`src/rtl/stp_pkg.sv`:
```
package stp_pkg;
  localparam int ADDR_W    = 3;
  localparam int ADDR_OP   = 0;
  localparam int ADDR_SID  = 1;
  localparam int ADDR_KEY  = 2;
  localparam int ADDR_DATA = 3;
  localparam int BUSY_BIT  = 15;
  localparam int VALID_BIT = 12;

  localparam logic [2:0] OP_LOAD = 3'd1;
  localparam logic [2:0] OP_NEXT = 3'd2;

  typedef struct packed {
    logic startScan;
    logic execLoad;
    logic hit;
    logic miss;
    logic advance;
  } stpStrobe_t;
endpackage

```
`src/rtl/stp_ctrl.sv`:
```
module stp_ctrl
  import stp_pkg::*;
(
  input  logic       clk,
  input  logic       rstN,
  input  logic       cmdStart,
  input  logic [2:0] cmdCode,
  input  logic       cursorValid,
  input  logic       cursorTop,
  output stpStrobe_t strobe,
  output logic       busy
);
  typedef enum logic [1:0] {S_IDLE, S_LOAD, S_SCAN, S_FINISH} state_t;
  state_t state, stateNext;

  always_comb begin
    strobe    = '0;
    stateNext = state;
    unique case (state)
      S_IDLE: if (cmdStart) begin
        if (cmdCode == OP_LOAD) stateNext = S_LOAD;
        else if (cmdCode == OP_NEXT) begin
          strobe.startScan = 1'b1;
          stateNext        = S_SCAN;
        end else stateNext = S_FINISH;
      end
      S_LOAD: begin
        strobe.execLoad = 1'b1;
        stateNext       = S_IDLE;
      end
      S_SCAN: begin
        if (cursorValid) begin
          strobe.hit = 1'b1;
          stateNext  = S_IDLE;
        end else if (cursorTop) begin
          strobe.miss = 1'b1;
          stateNext   = S_IDLE;
        end else strobe.advance = 1'b1;
      end
      default: stateNext = S_IDLE;
    endcase
  end

  always_ff @(posedge clk) begin
    if (!rstN) state <= S_IDLE;
    else       state <= stateNext;
  end

  assign busy = (state != S_IDLE);
endmodule

```
`src/rtl/stp_datapath.sv`:
```
module stp_datapath
  import stp_pkg::*;
#(
  parameter int NUM_SID   = 64,
  parameter int NUM_PORTS = 16,
  localparam int IW = $clog2(NUM_SID),
  localparam int SW = 2 * NUM_PORTS
) (
  input  logic              clk,
  input  logic              rstN,
  input  logic              wrEn,
  input  logic [ADDR_W-1:0] wrAddr,
  input  logic [15:0]       wrData,
  input  logic [ADDR_W-1:0] rdAddr,
  output logic [15:0]       rdData,
  input  logic              busy,
  input  stpStrobe_t        strobe,
  output logic              cmdStart,
  output logic [2:0]        cmdCode,
  output logic              cursorValid,
  output logic              cursorTop,
  output logic [IW-1:0]     sidReg,
  output logic              keyValid,
  output logic [SW-1:0]     dataFlat
);
  localparam int NDATA = (NUM_PORTS + 7) / 8;
  localparam int DW    = NDATA * 16;
  localparam logic [IW-1:0] TOP = IW'(NUM_SID - 1);

  logic [2:0]    lastOp;
  logic [IW-1:0] cursor;
  logic [NUM_SID-1:0] tblValid;
  logic [SW-1:0] tblState [NUM_SID];
  logic [DW-1:0] dataWide, merged;
  logic          hostWr;

  assign hostWr   = wrEn && !busy;
  assign cmdStart = hostWr && (wrAddr == ADDR_W'(ADDR_OP)) && wrData[BUSY_BIT];
  assign cmdCode  = wrData[2:0];
  assign dataWide = DW'(dataFlat);

  assign cursorValid = tblValid[cursor];
  assign cursorTop   = (cursor == TOP);

  always_comb begin
    merged = dataWide;
    for (int k = 0; k < NDATA; k++)
      if (hostWr && wrAddr == ADDR_W'(ADDR_DATA + k))
        merged[k*16 +: 16] = wrData;
  end

  always_ff @(posedge clk) begin
    if (!rstN) begin
      sidReg   <= '0;
      keyValid <= 1'b0;
      dataFlat <= '0;
      lastOp   <= '0;
      cursor   <= '0;
      tblValid <= '0;
    end else begin
      if (hostWr) begin
        if (wrAddr == ADDR_W'(ADDR_OP))  lastOp   <= wrData[2:0];
        if (wrAddr == ADDR_W'(ADDR_SID)) sidReg   <= wrData[IW-1:0];
        if (wrAddr == ADDR_W'(ADDR_KEY)) keyValid <= wrData[VALID_BIT];
        dataFlat <= merged[SW-1:0];
      end
      if (strobe.startScan) cursor <= (sidReg == TOP) ? '0 : sidReg + 1'b1;
      if (strobe.advance)   cursor <= cursor + 1'b1;
      if (strobe.hit) begin
        sidReg   <= cursor;
        keyValid <= 1'b1;
        dataFlat <= tblState[cursor];
      end
      if (strobe.miss) begin
        keyValid <= 1'b0;
        dataFlat <= '0;
      end
      if (strobe.execLoad) tblValid[sidReg] <= keyValid;
    end
  end

  always_ff @(posedge clk) begin
    if (strobe.execLoad) tblState[sidReg] <= keyValid ? dataFlat : '0;
  end

  always_comb begin
    rdData = '0;
    if (rdAddr == ADDR_W'(ADDR_OP))  rdData = {busy, 12'b0, lastOp};
    if (rdAddr == ADDR_W'(ADDR_SID)) rdData = 16'(sidReg);
    if (rdAddr == ADDR_W'(ADDR_KEY)) rdData[VALID_BIT] = keyValid;
    for (int k = 0; k < NDATA; k++)
      if (rdAddr == ADDR_W'(ADDR_DATA + k)) rdData = dataWide[k*16 +: 16];
  end
endmodule

```
`src/rtl/stp_state_table.sv`:
```
module stp_state_table
  import stp_pkg::*;
#(
  parameter int NUM_SID   = 64,
  parameter int NUM_PORTS = 16
) (
  input  logic        clk,
  input  logic        rstN,
  input  logic        wrEn,
  input  logic [2:0]  wrAddr,
  input  logic [15:0] wrData,
  input  logic [2:0]  rdAddr,
  output logic [15:0] rdData
);
  localparam int IW = $clog2(NUM_SID);
  localparam int SW = 2 * NUM_PORTS;

  stpStrobe_t    strobe;
  logic          busy, cmdStart, cursorValid, cursorTop, keyValid;
  logic [2:0]    cmdCode;
  logic [IW-1:0] sidReg;
  logic [SW-1:0] dataFlat;

  stp_ctrl u_ctrl (
    .clk(clk), .rstN(rstN), .cmdStart(cmdStart), .cmdCode(cmdCode),
    .cursorValid(cursorValid), .cursorTop(cursorTop),
    .strobe(strobe), .busy(busy)
  );

  stp_datapath #(.NUM_SID(NUM_SID), .NUM_PORTS(NUM_PORTS)) u_dp (
    .clk(clk), .rstN(rstN), .wrEn(wrEn), .wrAddr(wrAddr), .wrData(wrData),
    .rdAddr(rdAddr), .rdData(rdData), .busy(busy), .strobe(strobe),
    .cmdStart(cmdStart), .cmdCode(cmdCode), .cursorValid(cursorValid),
    .cursorTop(cursorTop), .sidReg(sidReg), .keyValid(keyValid),
    .dataFlat(dataFlat)
  );
endmodule

```
`config.mk`:
```
export PLATFORM = sky130hd
export DESIGN_NAME = stp_state_table
export DESIGN_NICKNAME = d
export VERILOG_FILES = /design/src/rtl/stp_pkg.sv /design/src/rtl/stp_ctrl.sv /design/src/rtl/stp_datapath.sv /design/src/rtl/stp_state_table.sv
export SDC_FILE = /design/constraint.sdc
export NUM_CORES = 2
export LEC_CHECK = 0
export BUFFER_PORTS_ARGS = -buffer_cell sky130_fd_sc_hd__buf_2
export CAP_MARGIN = 20
export CORE_ASPECT_RATIO = 1.25
export CORE_UTILIZATION = 41
export DETAILED_ROUTE_END_ITERATION = 7
export SLEW_MARGIN = 0
export SYNTH_ARGS = -nofsm -noshare
export SYNTH_HDL_FRONTEND = slang
export SYNTH_HIERARCHICAL = 1
export SYNTH_SLANG_ARGS = --single-unit
```
`constraint.sdc`:
```
create_clock -name clk -period 11.45 [get_ports clk]
set_input_delay 1.7175 -clock clk [delete_from_list [all_inputs] [get_ports clk]]
set_output_delay 1.7175 -clock clk [all_outputs]
set_load 0.01 [all_outputs]
```
==> impl_results.md <==
- Run status: complete, no violations
- Internal power of the cells: approximately 0.012 W
- Count of fill cells added during filler insertion: between 15,000 and 20,000
- Power per standard cell area: approximately 160 nW/µm²
- Number of enable flip-flop cells after synthesis: 2,048
- Final critical-path share of the clock period: 43.8%
- Count of placed standard cells in the final layout, fillers left out: approximately 7,000
- Peak supply drop: 0.160 mV
- Synth Net Count: about 4,000
- Ordered list of cells on the worst path: buf_2, nor2b_1, nor2b_1, buf_4, a22o_1, buf_2
- Most common library cell in the layout ignoring fill and taps: sky130_fd_sc_hd__edfxtp_1
- DRT antenna net count: 0
- Chip height: ~510 µm
- Aggregate negative setup slack: 0 ps
- Sequential share of the synthesized area: 75.9%
- Sequential cell fraction of total power: 55.6%
- Synthesized netlist cell count: 4,043
- TritonCTS buffer count: approximately 200
- Cell with the largest stage delay on the worst path: sky130_fd_sc_hd__nor2b_1
- Reported max-cap violation count: 0
- Average footprint of a synthesized cell: around 21 µm²
- Placeable Area: 204,000 µm²
- Worst hold margin: between 400 and 500 ps
- Input/output buffers: 40
- Effective utilization at floorplan: about two fifths
- Actual slew at the worst max-slew pin: between 1000 and 1500 ps
- Switching part of the total power: between 10% and 20%
- Critical path's top delay family: buffers and inverters
- Final net count: around 4,200
- Bufs on Longest Clock Path: 3
- Antenna violations before repair: 13
- Worst relative slew slack: between 20% and 30%
- Final Skew: 31.1 ps
- Number of vias after detailed routing: approximately 43,000
- Buffer count from post-CTS setup fixing: 0
- Area of all placed cells without fillers: around 95,000 µm²
- Crit path launch type: input port
- Required @ worst endpoint: ~9700 ps
- Clock edge transition at the registers on the reported setup and hold paths: around 60 ps
- Standard cell area after detailed placement: roughly 90,000 µm²
- Reported leakage power: approximately 24 nW
- Wire length of the first global-routing pass: about 330,000 µm
- Total GRT Usage: between 20% and 30%
- Number of resized instances in the post-cts repair step: 0
- Switching power summed over all nets: between 0.003 and 0.004 W
- Signed area change from the synthesized netlist to the final layout: 13.1%
- Worst setup path class: in -> out
- Master cell of the clock root buffer: sky130_fd_sc_hd__clkbuf_16
- Average wire per cell in the routed design: 34.1 µm
- Worst Hold Class: reg -> reg
- Setup repair after global routing missed its margin: false
- Primary FF master, synth: sky130_fd_sc_hd__edfxtp_1
- Hold violation count in the final report: 0
- Pin count of the biggest net entering global routing: roughly 110
- Largest fanout on the critical path: 7
- Fraction of final layout cells sized beyond drive strength 1: approximately a quarter
- Clock network power share: a little over two fifths
- Setup slack at placement: ~6100 ps
- Max Transition Viols Final: 0
- Highest Clock Rate: 199 MHz
- Number of vias per cell: between 6 and 7
- Combined buffer and inverter count along the critical path: 3
- Die X-Extent: approximately 410 µm
- Maximum single-stage delay on the critical path: between 300 and 400 ps
- Cell count after placement: between 6,000 and 7,000
- Data arrival time at the worst-slack endpoint: 3300 ps
- Number of global-route vias before repair: about 43,000
- Synth Warn #: 6
- Total die area: a little over 200,000 µm²
- Number of distinct standard cells referenced by the synthesized netlist: 65
- Count of pins on the block boundary: 41
- Setup-failing EPs final: 0
- Sink Count: roughly 2,200
- Number of rows created at floorplan: around 190
- Cell area after technology mapping: about 84,000 µm²
- Minimum setup slack in the final design: 6430 ps
- Combinational fraction of design power: about 1.1%
- Register bit count reported by yosys: ~2,200
- Placer congestion estimate: approximately 0.88
- Total global routing overflow: 0
- Async set-reset flop share out of synthesis: 0%
- Detailed-routing iteration count for the pre-antenna-repair pass: 5
- Insertion delay to the later sink of the worst-skew pair: about 840 ps
- Endpoint type of the worst setup path: primary output
- Shortest period the worst path allows: roughly 5000 ps
- Top library cells by usage in the layout, fill and taps aside: sky130_fd_sc_hd__edfxtp_1 (2,048), sky130_fd_sc_hd__mux4_2 (538), sky130_fd_sc_hd__clkbuf_16 (202)
- TritonCTS clock tree: built
- DRC violations left: 0
- Routed WL: around 240,000 µm
- Starting DRT DRC Count: 5,205
- Hold_buf cts: 0
- Maximum level of the CTS H-tree: 4
- Sum of net half-perimeters after detailed placement: between 100,000 and 150,000 µm
## state kept, by name (all words and copies together), names as in the netlist, named ones only
signal and flops:
u_dp/tblState 2048, u_dp/tblValid 64, u_dp/dataFlat 32, u_dp/cursor 6
u_dp/sidReg 6, u_dp/lastOp 3, u_ctrl/state 2, u_dp/keyValid 1
## metrics by stage
step | total power, W | utilization (%)
after floorplan | 0.00884 | -
after global placement | 0.00890 | 43.3
after detailed placement | 0.00890 | 43.3
after CTS | 0.0155 | 46.4
after global routing | 0.0157 | 46.8
final | 0.0154 | 46.8
## cell type report
cell class	instances	area (µm²)	share of cell area [%]
Sequential cell	2168	63900	67.1
Multi-Input combinational cell	1619	19500	20.5
Clock buffer	253	5330	5.59
Tap cell	2711	3390	3.56
Timing Repair Buffer	203	1920	2.02
Clock inverter	109	1120	1.18
Inverter	6	22.5	0.0236
Antenna cell	3	7.51	0.00788
## routing by layer
metal  GRT usage, %  routed length (µm)
met4           7.75                8120
met2           38.4              120000
met3           4.57               20300
met1           30.3               93200
met5              0                  59
## worst register-to-register path, stage by stage, from the launching register on
cell and delay, ps:
sky130_fd_sc_hd__dfxtp_1 310, sky130_fd_sc_hd__buf_4 370, sky130_fd_sc_hd__mux4_2 630, sky130_fd_sc_hd__mux4_2 470
sky130_fd_sc_hd__mux2_2 280, sky130_fd_sc_hd__nand2_1 60, sky130_fd_sc_hd__o21ai_0 160, sky130_fd_sc_hd__and3b_2 380
sky130_fd_sc_hd__buf_4 310, sky130_fd_sc_hd__nand2_1 650, sky130_fd_sc_hd__nor2_1 350, sky130_fd_sc_hd__nand2_1 250
sky130_fd_sc_hd__a21oi_1 80, sky130_fd_sc_hd__or3_1 350
## kinds of logic (layout without fill, tap and decap cells)
logic type | Yosys count | count (layout) | synth area share [%]
AND/OR/NAND/NOR | 478 | 478 | 2.72
AO/OA/AOI/OAI | 458 | 458 | 3.70
adder cells (fa/ha/maj) | 2 | 2 | 0.0297
other | 0 | 3 | 0
multiplexers | 676 | 676 | 16.0
XOR/XNOR | 5 | 5 | 0.0520
flip-flops | 2168 | 2168 | 75.9
buffers and inverters | 256 | 571 | 1.54
## power groups by stage
| stage | combinational, W | clock, W | sequential (W) |
|---|---|---|---|
| 5_1_grt | 0.000186 | 0.00700 | 0.00855 |
| 2_1_floorplan | 0.000126 | 0 | 0.00872 |
| 4_1_cts | 0.000176 | 0.00674 | 0.00856 |
| 3_5_place_dp | 0.000176 | 0 | 0.00873 |
| 3_3_place_gp | 0.000175 | 0 | 0.00873 |
| 6_report | 0.000177 | 0.00665 | 0.00856 |
## final timing paths
check	from	end	slack (ps)	cells past startpoint
setup / recovery	rdAddr[2]	rdData[8]	6430	6
hold / removal	u_dp/tblValid[36]$_SDFFE_PN0P_	u_dp/tblValid[36]$_SDFFE_PN0P_	480	2
setup reg to reg	u_dp/cursor[0]$_SDFFE_PN0N_	u_dp/dataFlat[20]$_SDFFE_PP0P_	6710	13
hold reg to reg	u_dp/tblValid[36]$_SDFFE_PN0P_	u_dp/tblValid[36]$_SDFFE_PN0P_	480	2
## Yosys cell counts (4+ instances only)
cell | n | share of area [%]
sky130_fd_sc_hd__nor4_1 | 6 | 0.045
sky130_fd_sc_hd__a2111oi_0 | 9 | 0.094
sky130_fd_sc_hd__a21oi_1 | 49 | 0.29
sky130_fd_sc_hd__a221oi_1 | 6 | 0.062
sky130_fd_sc_hd__inv_1 | 6 | 0.027
sky130_fd_sc_hd__buf_6 | 11 | 0.15
sky130_fd_sc_hd__nand2_1 | 157 | 0.70
sky130_fd_sc_hd__nand3_1 | 39 | 0.23
sky130_fd_sc_hd__a22o_1 | 11 | 0.11
sky130_fd_sc_hd__a311oi_1 | 4 | 0.042
sky130_fd_sc_hd__o22ai_1 | 14 | 0.10
sky130_fd_sc_hd__buf_1 | 15 | 0.067
sky130_fd_sc_hd__nand3b_1 | 8 | 0.071
sky130_fd_sc_hd__mux2i_1 | 129 | 1.5
sky130_fd_sc_hd__clkbuf_1 | 116 | 0.52
sky130_fd_sc_hd__a21boi_0 | 62 | 0.55
sky130_fd_sc_hd__mux4_2 | 538 | 14
sky130_fd_sc_hd__nor2_1 | 117 | 0.52
sky130_fd_sc_hd__o21ai_0 | 97 | 0.58
sky130_fd_sc_hd__nand2b_1 | 10 | 0.074
sky130_fd_sc_hd__and2_1 | 51 | 0.38
sky130_fd_sc_hd__a22oi_1 | 144 | 1.3
sky130_fd_sc_hd__a211oi_1 | 13 | 0.12
sky130_fd_sc_hd__mux2_2 | 9 | 0.12
sky130_fd_sc_hd__a31oi_1 | 11 | 0.082
sky130_fd_sc_hd__and3_1 | 8 | 0.059
sky130_fd_sc_hd__edfxtp_1 | 2048 | 73
sky130_fd_sc_hd__buf_4 | 46 | 0.41
sky130_fd_sc_hd__buf_2 | 62 | 0.37
sky130_fd_sc_hd__or3_1 | 5 | 0.037
sky130_fd_sc_hd__nand4_1 | 10 | 0.074
sky130_fd_sc_hd__dfxtp_1 | 120 | 2.9
sky130_fd_sc_hd__nor3_1 | 13 | 0.077
sky130_fd_sc_hd__o211ai_1 | 7 | 0.062
sky130_fd_sc_hd__or2_2 | 4 | 0.030
sky130_fd_sc_hd__nor2b_1 | 36 | 0.27
Power figures use the tool's default switching activity.
